## src/rtl/ftp_pkg.sv

```systemverilog
package ftp_pkg;
  typedef enum logic [2:0] {
    ST_IDLE,
    ST_RD_A,
    ST_RD_B,
    ST_RC_A,
    ST_RC_B,
    ST_WR_RST
  } ftp_state_t;

  localparam int unsigned TOGGLE_POS = 6;
  localparam int unsigned LIMIT_POS  = 5;
  localparam logic [7:0]  RESET_CMD  = 8'hF0;
endpackage

```

## src/rtl/ftp_pair_cmp.sv

```systemverilog
module ftp_pair_cmp #(
  parameter int unsigned DATA_W = 8,
  parameter int unsigned TGL    = 6,
  parameter int unsigned LIM    = 5
) (
  input  logic              clk,
  input  logic              rst_n,
  input  logic              cap,
  input  logic [DATA_W-1:0] rd_data,
  output logic              toggled,
  output logic              limit_hit
);
  // Only the toggle bit of the first read is needed for the comparison.
  logic first_tgl;

  always_ff @(posedge clk) begin
    if (!rst_n)   first_tgl <= 1'b0;
    else if (cap) first_tgl <= rd_data[TGL];
  end

  assign toggled   = first_tgl ^ rd_data[TGL];
  assign limit_hit = rd_data[LIM];
endmodule

```

## src/rtl/ftp_poll_cnt.sv

```systemverilog
module ftp_poll_cnt #(
  parameter int unsigned POLL_W = 8
) (
  input  logic              clk,
  input  logic              rst_n,
  input  logic              clr,
  input  logic              inc,
  input  logic [POLL_W-1:0] max_polls,
  output logic              last
);
  localparam logic [POLL_W-1:0] CNT_MAX = {POLL_W{1'b1}};

  logic [POLL_W-1:0] cnt;
  logic [POLL_W:0]   next_cnt;

  assign next_cnt = {1'b0, cnt} + 1'b1;
  assign last     = next_cnt >= {1'b0, max_polls};

  always_ff @(posedge clk) begin
    if (!rst_n || clr)               cnt <= '0;
    else if (inc && cnt != CNT_MAX)  cnt <= next_cnt[POLL_W-1:0];
  end

  AST_CNT_CLEARED: assert property (@(posedge clk) disable iff (!rst_n)
    clr |=> !last || max_polls <= 1) else $error("poll count not cleared");
endmodule

```

## src/rtl/flash_toggle_poller.sv

```systemverilog
module flash_toggle_poller
  import ftp_pkg::*;
#(
  parameter int unsigned DATA_W = 8,
  parameter int unsigned POLL_W = 8
) (
  input  logic              clk,
  input  logic              rst_n,
  input  logic              start,
  input  logic              abandon,
  input  logic [POLL_W-1:0] max_polls,
  output logic              rd_valid,
  input  logic              rd_ready,
  input  logic [DATA_W-1:0] rd_data,
  output logic              wr_valid,
  input  logic              wr_ready,
  output logic [DATA_W-1:0] wr_data,
  output logic              busy,
  output logic              done,
  output logic              fail
);
  ftp_state_t state;
  logic done_q, fail_q;
  logic rd_fire, cap, toggled, limit_hit, last, cnt_inc;

  assign rd_valid = (state == ST_RD_A) || (state == ST_RD_B) ||
                    (state == ST_RC_A) || (state == ST_RC_B);
  assign wr_valid = (state == ST_WR_RST);
  assign wr_data  = DATA_W'(RESET_CMD);
  assign busy     = (state != ST_IDLE);
  assign done     = done_q;
  assign fail     = fail_q;

  assign rd_fire = rd_valid && rd_ready;
  assign cap     = rd_fire && ((state == ST_RD_A) || (state == ST_RC_A));
  assign cnt_inc = rd_fire && !abandon && (state == ST_RD_B) && toggled && !limit_hit;

  ftp_pair_cmp #(.DATA_W(DATA_W), .TGL(TOGGLE_POS), .LIM(LIMIT_POS)) u_cmp (
    .clk(clk), .rst_n(rst_n), .cap(cap), .rd_data(rd_data),
    .toggled(toggled), .limit_hit(limit_hit)
  );

  ftp_poll_cnt #(.POLL_W(POLL_W)) u_cnt (
    .clk(clk), .rst_n(rst_n), .clr(state == ST_IDLE), .inc(cnt_inc),
    .max_polls(max_polls), .last(last)
  );

  always_ff @(posedge clk) begin
    if (!rst_n) begin
      state  <= ST_IDLE;
      done_q <= 1'b0;
      fail_q <= 1'b0;
    end else begin
      done_q <= 1'b0;
      fail_q <= 1'b0;
      case (state)
        ST_IDLE: if (start) state <= ST_RD_A;
        ST_RD_A: begin
          if (abandon)      state <= ST_IDLE;
          else if (rd_fire) state <= ST_RD_B;
        end
        ST_RD_B: begin
          if (abandon) state <= ST_IDLE;
          else if (rd_fire) begin
            if (!toggled) begin
              done_q <= 1'b1;
              state  <= ST_IDLE;
            end else if (limit_hit) state <= ST_RC_A;
            else if (last)          state <= ST_WR_RST;
            else                    state <= ST_RD_A;
          end
        end
        ST_RC_A: begin
          if (abandon)      state <= ST_IDLE;
          else if (rd_fire) state <= ST_RC_B;
        end
        ST_RC_B: begin
          if (abandon) state <= ST_IDLE;
          else if (rd_fire) begin
            if (!toggled) begin
              done_q <= 1'b1;
              state  <= ST_IDLE;
            end else state <= ST_WR_RST;
          end
        end
        ST_WR_RST: begin
          if (wr_ready) begin
            fail_q <= 1'b1;
            state  <= ST_IDLE;
          end
        end
        default: state <= ST_IDLE;
      endcase
    end
  end

  AST_RD_HOLD: assert property (@(posedge clk) disable iff (!rst_n)
    (rd_valid && !rd_ready && !abandon) |=> rd_valid) else $error("read dropped");
  AST_WR_HOLD: assert property (@(posedge clk) disable iff (!rst_n)
    (wr_valid && !wr_ready) |=> (wr_valid && $stable(wr_data))) else $error("write dropped");
  AST_RESULT_EXCL: assert property (@(posedge clk) disable iff (!rst_n)
    !(done && fail)) else $error("done and fail together");
  AST_FAIL_AFTER_WRITE: assert property (@(posedge clk) disable iff (!rst_n)
    fail |-> $past(wr_valid && wr_ready)) else $error("fail without write");
  AST_ABANDON_SILENT: assert property (@(posedge clk) disable iff (!rst_n)
    (abandon && rd_valid) |=> (!done && !fail && !busy)) else $error("abandon leaked a result");
  AST_NO_RD_IN_WRITE: assert property (@(posedge clk) disable iff (!rst_n)
    !(rd_valid && wr_valid)) else $error("read and write together");
endmodule

```

## config.mk

```make
export PLATFORM = sky130hd
export DESIGN_NAME = flash_toggle_poller
export DESIGN_NICKNAME = d
export VERILOG_FILES = /design/src/rtl/ftp_pkg.sv /design/src/rtl/ftp_pair_cmp.sv /design/src/rtl/ftp_poll_cnt.sv /design/src/rtl/flash_toggle_poller.sv
export SDC_FILE = /design/constraint.sdc
export NUM_CORES = 1
export LEC_CHECK = 0
export BUFFER_PORTS_ARGS = -buffer_cell sky130_fd_sc_hd__buf_4
export CORE_ASPECT_RATIO = 1.5
export CORE_MARGIN = 10
export CORE_UTILIZATION = 32
export CTS_CLUSTER_DIAMETER = 120
export DETAILED_ROUTE_END_ITERATION = 6
export MAX_ROUTING_LAYER = met4
export SLEW_MARGIN = 20
export SYNTH_ARGS = -nofsm -noshare
export SYNTH_HDL_FRONTEND = slang
export SYNTH_SLANG_ARGS = --single-unit
```

## constraint.sdc

```tcl
create_clock -name clk -period 3.7 [get_ports clk]
set_clock_uncertainty 0.05 [all_clocks]
set_input_delay 0.74 -clock clk [delete_from_list [all_inputs] [get_ports clk]]
set_output_delay 0.74 -clock clk [all_outputs]
set_load 0.005 [all_outputs]
```

Yosys cells after proc, flatten, opt, wreduce, memory -nomap -nowiden:

Cells that the tools add are included.

* register bits after elaboration: 14
* input port bits: 22
* output and inout bits: 13
* logic and storage cells: 61

* $add $sub $neg: 1
* order comparisons: 1
* eq/ne operators: 12
* mux-type cells: 17
* bitwise gates (word level): 4
* reduce and logical (&&, ||, !) cells: 21

Operator list (count)
* $mux 3: 14
* $pmux 3 s6: 1
* $ne 3x3->1 const B: 4
* $add 8x1->9 const B: 1
* $ge 9x8->1: 1
* $ne 8x8->1 const B: 1
* $logic_and 1x1->1: 7
* $eq 3x2->1 const B: 2
* $eq 3x3->1 const B: 2
* $reduce_and 6->1: 1
* $logic_or 1x1->1: 5
* $reduce_or 4->1: 1
* $eq 3x1->1 const B: 1
* $logic_not 1->1: 3
* $logic_not 3->1: 1
* $not 1->1: 3
* $reduce_bool 3->1: 1
* $mux 1: 2
* $ne 2x1->1 const B: 1
* $ne 2x2->1 const B: 1
* $reduce_and 2->1: 1
* $reduce_or 2->1: 1
* $xor 1x1->1: 1

Depth between registers and ports, before layout:

Gate-level depths: netlist of the first run.

* depth after elaboration: 10
* depth in mapped cells: 9
* mapped depth without buffers: 9

Hierarchy:

From an unflattened synthesis of the first run, not the netlist that was laid out.

* cells, all modules: 146
* area total of the unflattened synthesis: 1167.4 µm²

By module, submodules not included
* ftp_poll_cnt: times used 1, cells each 85, area each 659.4 µm², seq. area each 160.2 µm²
* flash_toggle_poller: times used 1, cells each 56, area each 455.4 µm², seq. area each 100.1 µm²
* ftp_pair_cmp: times used 1, cells each 5, area each 52.6 µm², seq. area each 20.0 µm²

Worst setup path before layout of the first run:

OpenSTA, ideal clock, no wires.

* path kind: flip-flop to flip-flop
* start: register u_cnt.cnt[0]
* end: register state[2]
* library setup time: 0.119 ns
* arrival: 2.153 ns
* data required time: 3.531 ns
* slack: 1.379 ns
* stages on the path, launching flop included: 10
* path buffers: 0
* clock period less this slack: 2.321 ns
* cell sequence: dfxtp_1 -> ha_1 -> nand3_1 -> or2_2 -> xnor2_1 -> ha_1 -> and3_1 -> a22oi_1 -> a41oi_1 -> o221a_1

* cells in the longest elaborated chain, start to end: 8

RTL lines
* from (decl): line ftp_poll_cnt.sv:13 `logic [POLL_W-1:0] cnt;`
* from (signal assigned): line ftp_poll_cnt.sv:21 `else if (inc && cnt != CNT_MAX) cnt <= next_cnt[POLL_W-1:0];`
* $add 8x1->9: line ftp_poll_cnt.sv:16 `assign next_cnt = {1'b0, cnt} + 1'b1;`
* net u_cnt.next_cnt[6]: line ftp_poll_cnt.sv:14 `logic [POLL_W:0] next_cnt;`
* $ge 9x8->1: line ftp_poll_cnt.sv:17 `assign last = next_cnt >= {1'b0, max_polls};`
* $mux 3: line flash_toggle_poller.sv:69 `else if (last) state <= ST_WR_RST;`
* $mux 3: line flash_toggle_poller.sv:68 `end else if (limit_hit) state <= ST_RC_A;`
* $mux 3: line flash_toggle_poller.sv:65 `if (!toggled) begin`
* $mux 3: line flash_toggle_poller.sv:64 `else if (rd_fire) begin`
* $mux 3: line flash_toggle_poller.sv:63 `if (abandon) state <= ST_IDLE;`
* $pmux 3 s6: line flash_toggle_poller.sv:56 `case (state)`
* to (signal assigned): line flash_toggle_poller.sv:57 `ST_IDLE: if (start) state <= ST_RD_A;`
* to (signal assigned): line flash_toggle_poller.sv:63
* to (signal assigned): line flash_toggle_poller.sv:67 `state <= ST_IDLE;`
* to (decl): line flash_toggle_poller.sv:22 `ftp_state_t state;`

The timed path passes the listed nets, and every way through them passes these cells. The select of a mux whose other input is x is not followed.
A chain may end at the register's enable or synchronous reset.

Worst setup path after layout of the first run:

Ends and elaborated chain as after synthesis.

==> results of run 1 <==
-- cell usage after synthesis (2+ instances only) --
cell type / instances / share of area [%]
or3_1: 2 / 1.1
xnor2_1: 12 / 9.3
a41oi_1: 2 / 1.5
buf_4: 9 / 6.0
xor2_1: 2 / 1.5
nand2b_1: 2 / 1.1
dfxtp_1: 14 / 25
nor2b_1: 4 / 2.2
o21ai_0: 3 / 1.3
nor2_1: 15 / 5.0
o31a_1: 2 / 1.5
nor3b_1: 2 / 1.3
conb_1: 2 / 0.66
a21oi_1: 6 / 2.6
and3_1: 4 / 2.2
nand2_1: 7 / 2.3
a211oi_1: 2 / 1.3
ha_1: 9 / 9.9
nand3_1: 3 / 1.3
nor3_1: 4 / 1.8
or4_1: 2 / 1.3
inv_1: 10 / 3.3
nor3_2: 4 / 3.5
a21o_1: 2 / 1.3
-- per-layer routing --
layer	wire, um	share of wire, %	vias to the layer above	track usage [%]
li1	-	-	509	-
met1	1070	41	454	9.67
met2	1380	53	23	15.8
met3	109	4.2	5	1.69
met4	40	1.5	0	4.04
met5	0	0	-	-
-- final cells by class --
| class | instances | share of cell area, % |
|---|---|---|
| inverters | 10 | 2.84 |
| multi-input cells | 111 | 57.5 |
| flip-flops and latches | 14 | 21.2 |
| clock buffers | 3 | 3.12 |
| well taps | 42 | 3.98 |
| repair buffers | 20 | 11.4 |
-- registers in the layout (all words and copies together), names as in the netlist --
register and count:
fail 1, done 1, u_cnt.cnt 8, u_cmp.first_tgl 1
state 3
-- worst max-delay path by stage --
stage / startpoint / cells past startpoint / slack [ns] / end
after floorplan: u_cnt.cnt[0] / 9 / 1.38 / state[2]
after global placement: u_cnt.cnt[0] / 9 / 1.09 / state[2]
after detailed placement: u_cnt.cnt[0] / 9 / 1.09 / state[2]
after CTS: u_cnt.cnt[0] / 9 / 1.07 / state[2]
after global routing: u_cnt.cnt[0] / 9 / 0.94 / state[2]
final: u_cnt.cnt[0] / 9 / 1.09 / state[2]
-- cells by family (layout without fill, tap and decap cells) --
logic type                 count (synthesis)  count (layout)  synth area share [%]
other                                      2               8                 0.662
xor gates and xnor gates                  14              14                  10.8
and+or+nand+nor                           56              56                  28.1
buffers and inverters                     22              33                  10.4
DFF                                       14              14                  24.7
AOI/OAI and AO/OA                         22              22                  13.6
adders and majority gates                  9               9                  9.92
muxes                                      2               2                  1.87
-- where the power goes --
group           total, W  switching, W  internal (W)
clock           0.000120     0.0000484     0.0000718
sequential      0.000159    0.00000589      0.000153
combinational  0.0000544     0.0000262     0.0000281
-- through the flow --
stage,total power [W],setup WS [ns],util (%),std cells,instance area (sq um)
floorplan,0.000196,1.38,-,147,1160
global placement,0.000214,1.09,37.5,197,1280
detailed placement,0.000216,1.09,37.5,197,1280
CTS,0.000338,1.07,38.7,200,1320
global route,0.000350,0.935,38.7,200,1320
finish,0.000334,1.09,38.7,200,1320
-- worst reg2reg max path, delay by kind of cell (launching register included) --
family	cells	cell delay, ns
compound gates	3	0.57
flops	1	0.42
fa+ha+maj	2	0.53
xor+xnor	1	0.14
simple gates	3	0.79
==> qor.yml, run 1 <==
synth_area_sq_um: 1130
max_freq_ghz: 0.383
start_util_pct: 33.2
hold_depth: 2
path_cells: "ha_1 -> nand3_1 -> or2_2 -> xnor2_1 -> ha_1 -> and3_1 -> a22oi_1 -> a41oi_1 -> o221a_1"
gr-total-overflow: 0
die-area_sq_um: 6380
netlist-cell-type-count: 41
cts_resized: 0
row_count: 26
n_fill_cell: 373
period_needed_ns: 2.61
ys_seq_area_share_pct: 24.7
antenna_found_initial: 0
reg2reg_to: "state[2]"
status: "completed"
tns_ns: 0
drive_gt1_share_pct: 20.3
cts-root-buf: "clkbuf_8"
worstPathRequired_ns: 3.78
antenna_cells: 0
cts_buffers: 3
power_density_nw_per_um2: 252
via_count: 991
ant_nets: 0
final_max_slew_viol_count: 0
min_to: "u_cnt.cnt[1]"
wl_per_cell_um: 13.0
regArea_sq_um: 280
synthFlopType: "dfxtp_1"
slowest_delay_ns: 0.42
synth-async-reset-ratio_pct: 0
period_share_pct: 70.5
yosys_warnings: 0
htree_levels: 1
mostFrequentLayoutCells: "buf_4, nor2_1, dfxtp_1, xnor2_1, inv_1"
hold_ws_ns: 0.468
clock_latency_ns: 0.24
mostFrequentLayoutCell: "buf_4"
synth_seq_cells: 14
grt_pass1_wl_mm: 4.62
slowest_stage: "dfxtp_1"
clk_path_buf_depth: 2
gp_congestion: 0.790
hold_path_class: "flop to flop"
min_from: "u_cnt.cnt[1]"
wl_mm: 2.60
cap_violations: 0
fp.dieH_um: 92.9
cp_max_fo: 5
grt_max_degree: 15
track_usage_pct: 9.19
port_buffers: 20
hold_viol: 0
cts_setup_buffers: 0
cts.clk_slew.worst_paths_ns: 0.05
rsz0062_at_grt: "false"
core_area_sq_um: 3420
syn2layout_area_growth_pct: 16.4
ir_worst_vdd_uv: 197
endpoint_kind: "flop"
avgSynthCellArea_sq_um: 8.05
crit_family: "simple AND/OR/NAND/NOR gates"
r2r-start: "u_cnt.cnt[0]"
multiInputGateArea_sq_um: 759
drc_errors: 0
clock_sink_count: 14
cellLeakagePower_nw: 0.575
hpwlAfterDp_mm: 2.18
cts-hold-fix-buffers: 0
drtPass1Iterations: 4
critPathArrivalTime_ns: 2.69
viasPerCell: 4.96
setup_viol: 0
relSlewSlack_pct: 57.1
syn_inst: 141
cts_tree: "done"
synth_edf_count: 0
ff2ff_path_depth: 9
worstSetupPathType: "flop to flop"
drt_iter0_markers: 13
final_nets: 191
ios: 35
die_w_um: 68.6
critPathLaunchType: "flop"
path_buf_inv: 0
ff2ff_setup_slack_ns: 1.09
worst_path_most_repeated_cell: "ha_1"
tightest_slew_ns: 0.640
grt_pass1_vias: 1063
No activity file was read; power rests on OpenSTA's default activity.
==> run 2, diff against run 1 <==
ABC_AREA = 1   (was default)
clock period = 2.7 ns   (was 3.7 ns; I/O delays follow)
==> qor.yml, run 2 <==
final_max_slew_viol_count: 0
critPathArrivalTime_ns: 2.16
rsz0062_at_grt: "false"
clock_sink_count: 14
syn_inst: 159
antenna_cells: 0
viasPerCell: 4.40
mostFrequentLayoutCells: "nand2_1, inv_1, buf_4, dfxtp_1, a21oi_1"
htree_levels: 1
cts.clk_slew.worst_paths_ns: 0.05
endpoint_kind: "flop"
clk_path_buf_depth: 2
ff2ff_setup_slack_ns: 0.62
power_density_nw_per_um2: 370
setup_viol: 0
yosysMostFrequentCell: "nand2_1"
swShare_pct: 26.1
max_freq_ghz: 0.481
ff2ff_path_depth: 15
ys_seq_area_share_pct: 26.1
port_buffers: 20
period_needed_ns: 2.08
fp.dieH_um: 90.9
r2r-start: "u_cnt.cnt[0]"
path_buf_inv: 1
antenna_found_initial: 0
total_power_w: 0.000472
die_w_um: 67.3
cts_setup_buffers: 0
synth_edf_count: 0
synth-async-reset-ratio_pct: 0
netlist-cell-type-count: 26
cts-root-buf: "clkbuf_8"
slowest_delay_ns: 0.40
avgSynthCellArea_sq_um: 6.74
cts_buffers: 3
hold_path_class: "flop to flop"
wl_mm: 2.22
synth.top_cells.by_count: "nand2_1, inv_1, dfxtp_1, a21oi_1"
reg_top3: "u_cnt.cnt: 8 flops, state: 3 flops"
mostFrequentLayoutCell: "nand2_1"
ir_worst_vdd_uv: 237
worstPathRequired_ns: 2.78
cap_violations: 0
worstSetupEndpoint: "state[2]"
worstSetupPathType: "flop to flop"
p_int_w: 0.000348
grt_pass1_vias: 971
cts-hold-fix-buffers: 0
syn2layout_area_growth_pct: 19.0
yosys_warnings: 0
tns_ns: 0
status: "completed"
dp_slack_ns: 0.592
cts_tree: "done"
period_share_pct: 77.1
crit_family: "simple AND/OR/NAND/NOR gates"
slowest_stage: "dfxtp_1"
fin_area_sq_um: 1280
critPathLaunchType: "flop"
hpwlAfterDp_mm: 1.86
track_usage_pct: 8.02
final_nets: 213
drc_errors: 0
drt_iter0_markers: 36
cp-startpoint: "u_cnt.cnt[0]"
via_count: 967
row_count: 25
drtPass1Iterations: 4
start_util_pct: 33.6
drive_gt1_share_pct: 20.0
synth_area_sq_um: 1070
seq_power_share_pct: 45.8
regMostFlops: "u_cnt.cnt"
cts_resized: 0
place_area_sq_um: 1230
worst_path_most_repeated_cell: "nand2_1"
netlist.area_leader.share_pct: 26.1
cellLeakagePower_nw: 0.692
grt_max_degree: 10
core_area_sq_um: 3190
gp_congestion: 0.793
clock_latency_ns: 0.24
gr-total-overflow: 0
ios: 35
finalWorstSetupSlack_ns: 0.619
largest_reg_flops: 8
path_cells: "ha_1 -> nand3_1 -> nor2_1 -> xor2_1 -> ha_1 -> nand2_1 -> inv_2 -> nand2_1 -> nand2_1 -> nand2_1 -> nand2_1 -> nand2_1 -> nand2_1 -> nand2_1 -> a21oi_1"
ys_top_cells_by_area: "dfxtp_1, nand2_1, ha_1, inv_1, a21oi_1"
wl_per_cell_um: 10.1
die-area_sq_um: 6110
worst-path-stages: 15
reg2reg_to: "state[2]"
hold_viol: 0
hold_ws_ns: 0.414
ant_nets: 0
power_switching_w: 0.000123
grt_pass1_wl_mm: 3.96
synth_seq_cells: 14
yosysTopAreaCell: "dfxtp_1"
clkPwrFrac_pct: 35.3
synthFlopType: "dfxtp_1"
power_frac_comb_pct: 18.9
cp_max_fo: 4
## run 2: routing by layer
layer / routed length [um] / track usage, %
met2: 1140 / 13.2
met1: 854 / 8.25
met3: 199 / 3.11
met5: 0 / -
met4: 28 / 3.09
## run 2: worst min path at each step
stage	from	end	slack [ns]	cells after the start
2_1_floorplan	u_cnt.cnt[7]	u_cnt.cnt[7]	0.40	2
3_3_place_gp	u_cnt.cnt[7]	u_cnt.cnt[7]	0.41	2
3_5_place_dp	u_cnt.cnt[7]	u_cnt.cnt[7]	0.41	2
4_1_cts	u_cnt.cnt[7]	u_cnt.cnt[7]	0.42	2
5_1_grt	u_cnt.cnt[7]	u_cnt.cnt[7]	0.45	2
6_report	u_cnt.cnt[7]	u_cnt.cnt[7]	0.41	2
## run 2: worst register-to-register path, cell delays in order (launching register included)
cell and delay (ns):
dfxtp_1 0.40, ha_1 0.21, nand3_1 0.14, nor2_1 0.14
xor2_1 0.23, ha_1 0.28, nand2_1 0.09, inv_2 0.03
nand2_1 0.05, nand2_1 0.05, nand2_1 0.05, nand2_1 0.06
nand2_1 0.05, nand2_1 0.05, nand2_1 0.06, a21oi_1 0.05
## run 2: area by class of cell
cell class / count / area, sq um
Fill cell: 364 / 1910
Timing Repair Buffer: 20 / 150
Clock buffer: 3 / 41.3
Tap cell: 40 / 50.0
Inverter: 32 / 125
Multi-Input combinational cell: 111 / 629
Sequential cell: 14 / 280
## run 2: logic make-up (layout without fill, tap and decap cells)
group / count (synthesis) / after routing / share of synthesized area [%]
other cells: 2 / 8 / 0.700
simple gates: 67 / 67 / 29.3
fa+ha+maj: 9 / 9 / 10.5
buf+inv: 40 / 55 / 17.3
flops: 14 / 14 / 26.1
compound gates: 21 / 21 / 11.2
xor+xnor: 6 / 6 / 4.90
## run 2: stage by stage
stage	cells	utilization [%]
floorplan	165	-
global placement	217	38.7
detailed placement	217	38.7
CTS	220	40.0
global route	220	40.0
finish	220	40.0
## run 2: power groups by stage
stage                     sequential, W  clock [W]  combinational (W)
after floorplan                0.000219          0          0.0000593
after global placement         0.000220          0          0.0000891
after detailed placement       0.000220          0          0.0000892
after CTS                      0.000216   0.000175          0.0000895
after global routing           0.000217   0.000183           0.000103
final                          0.000216   0.000167          0.0000892
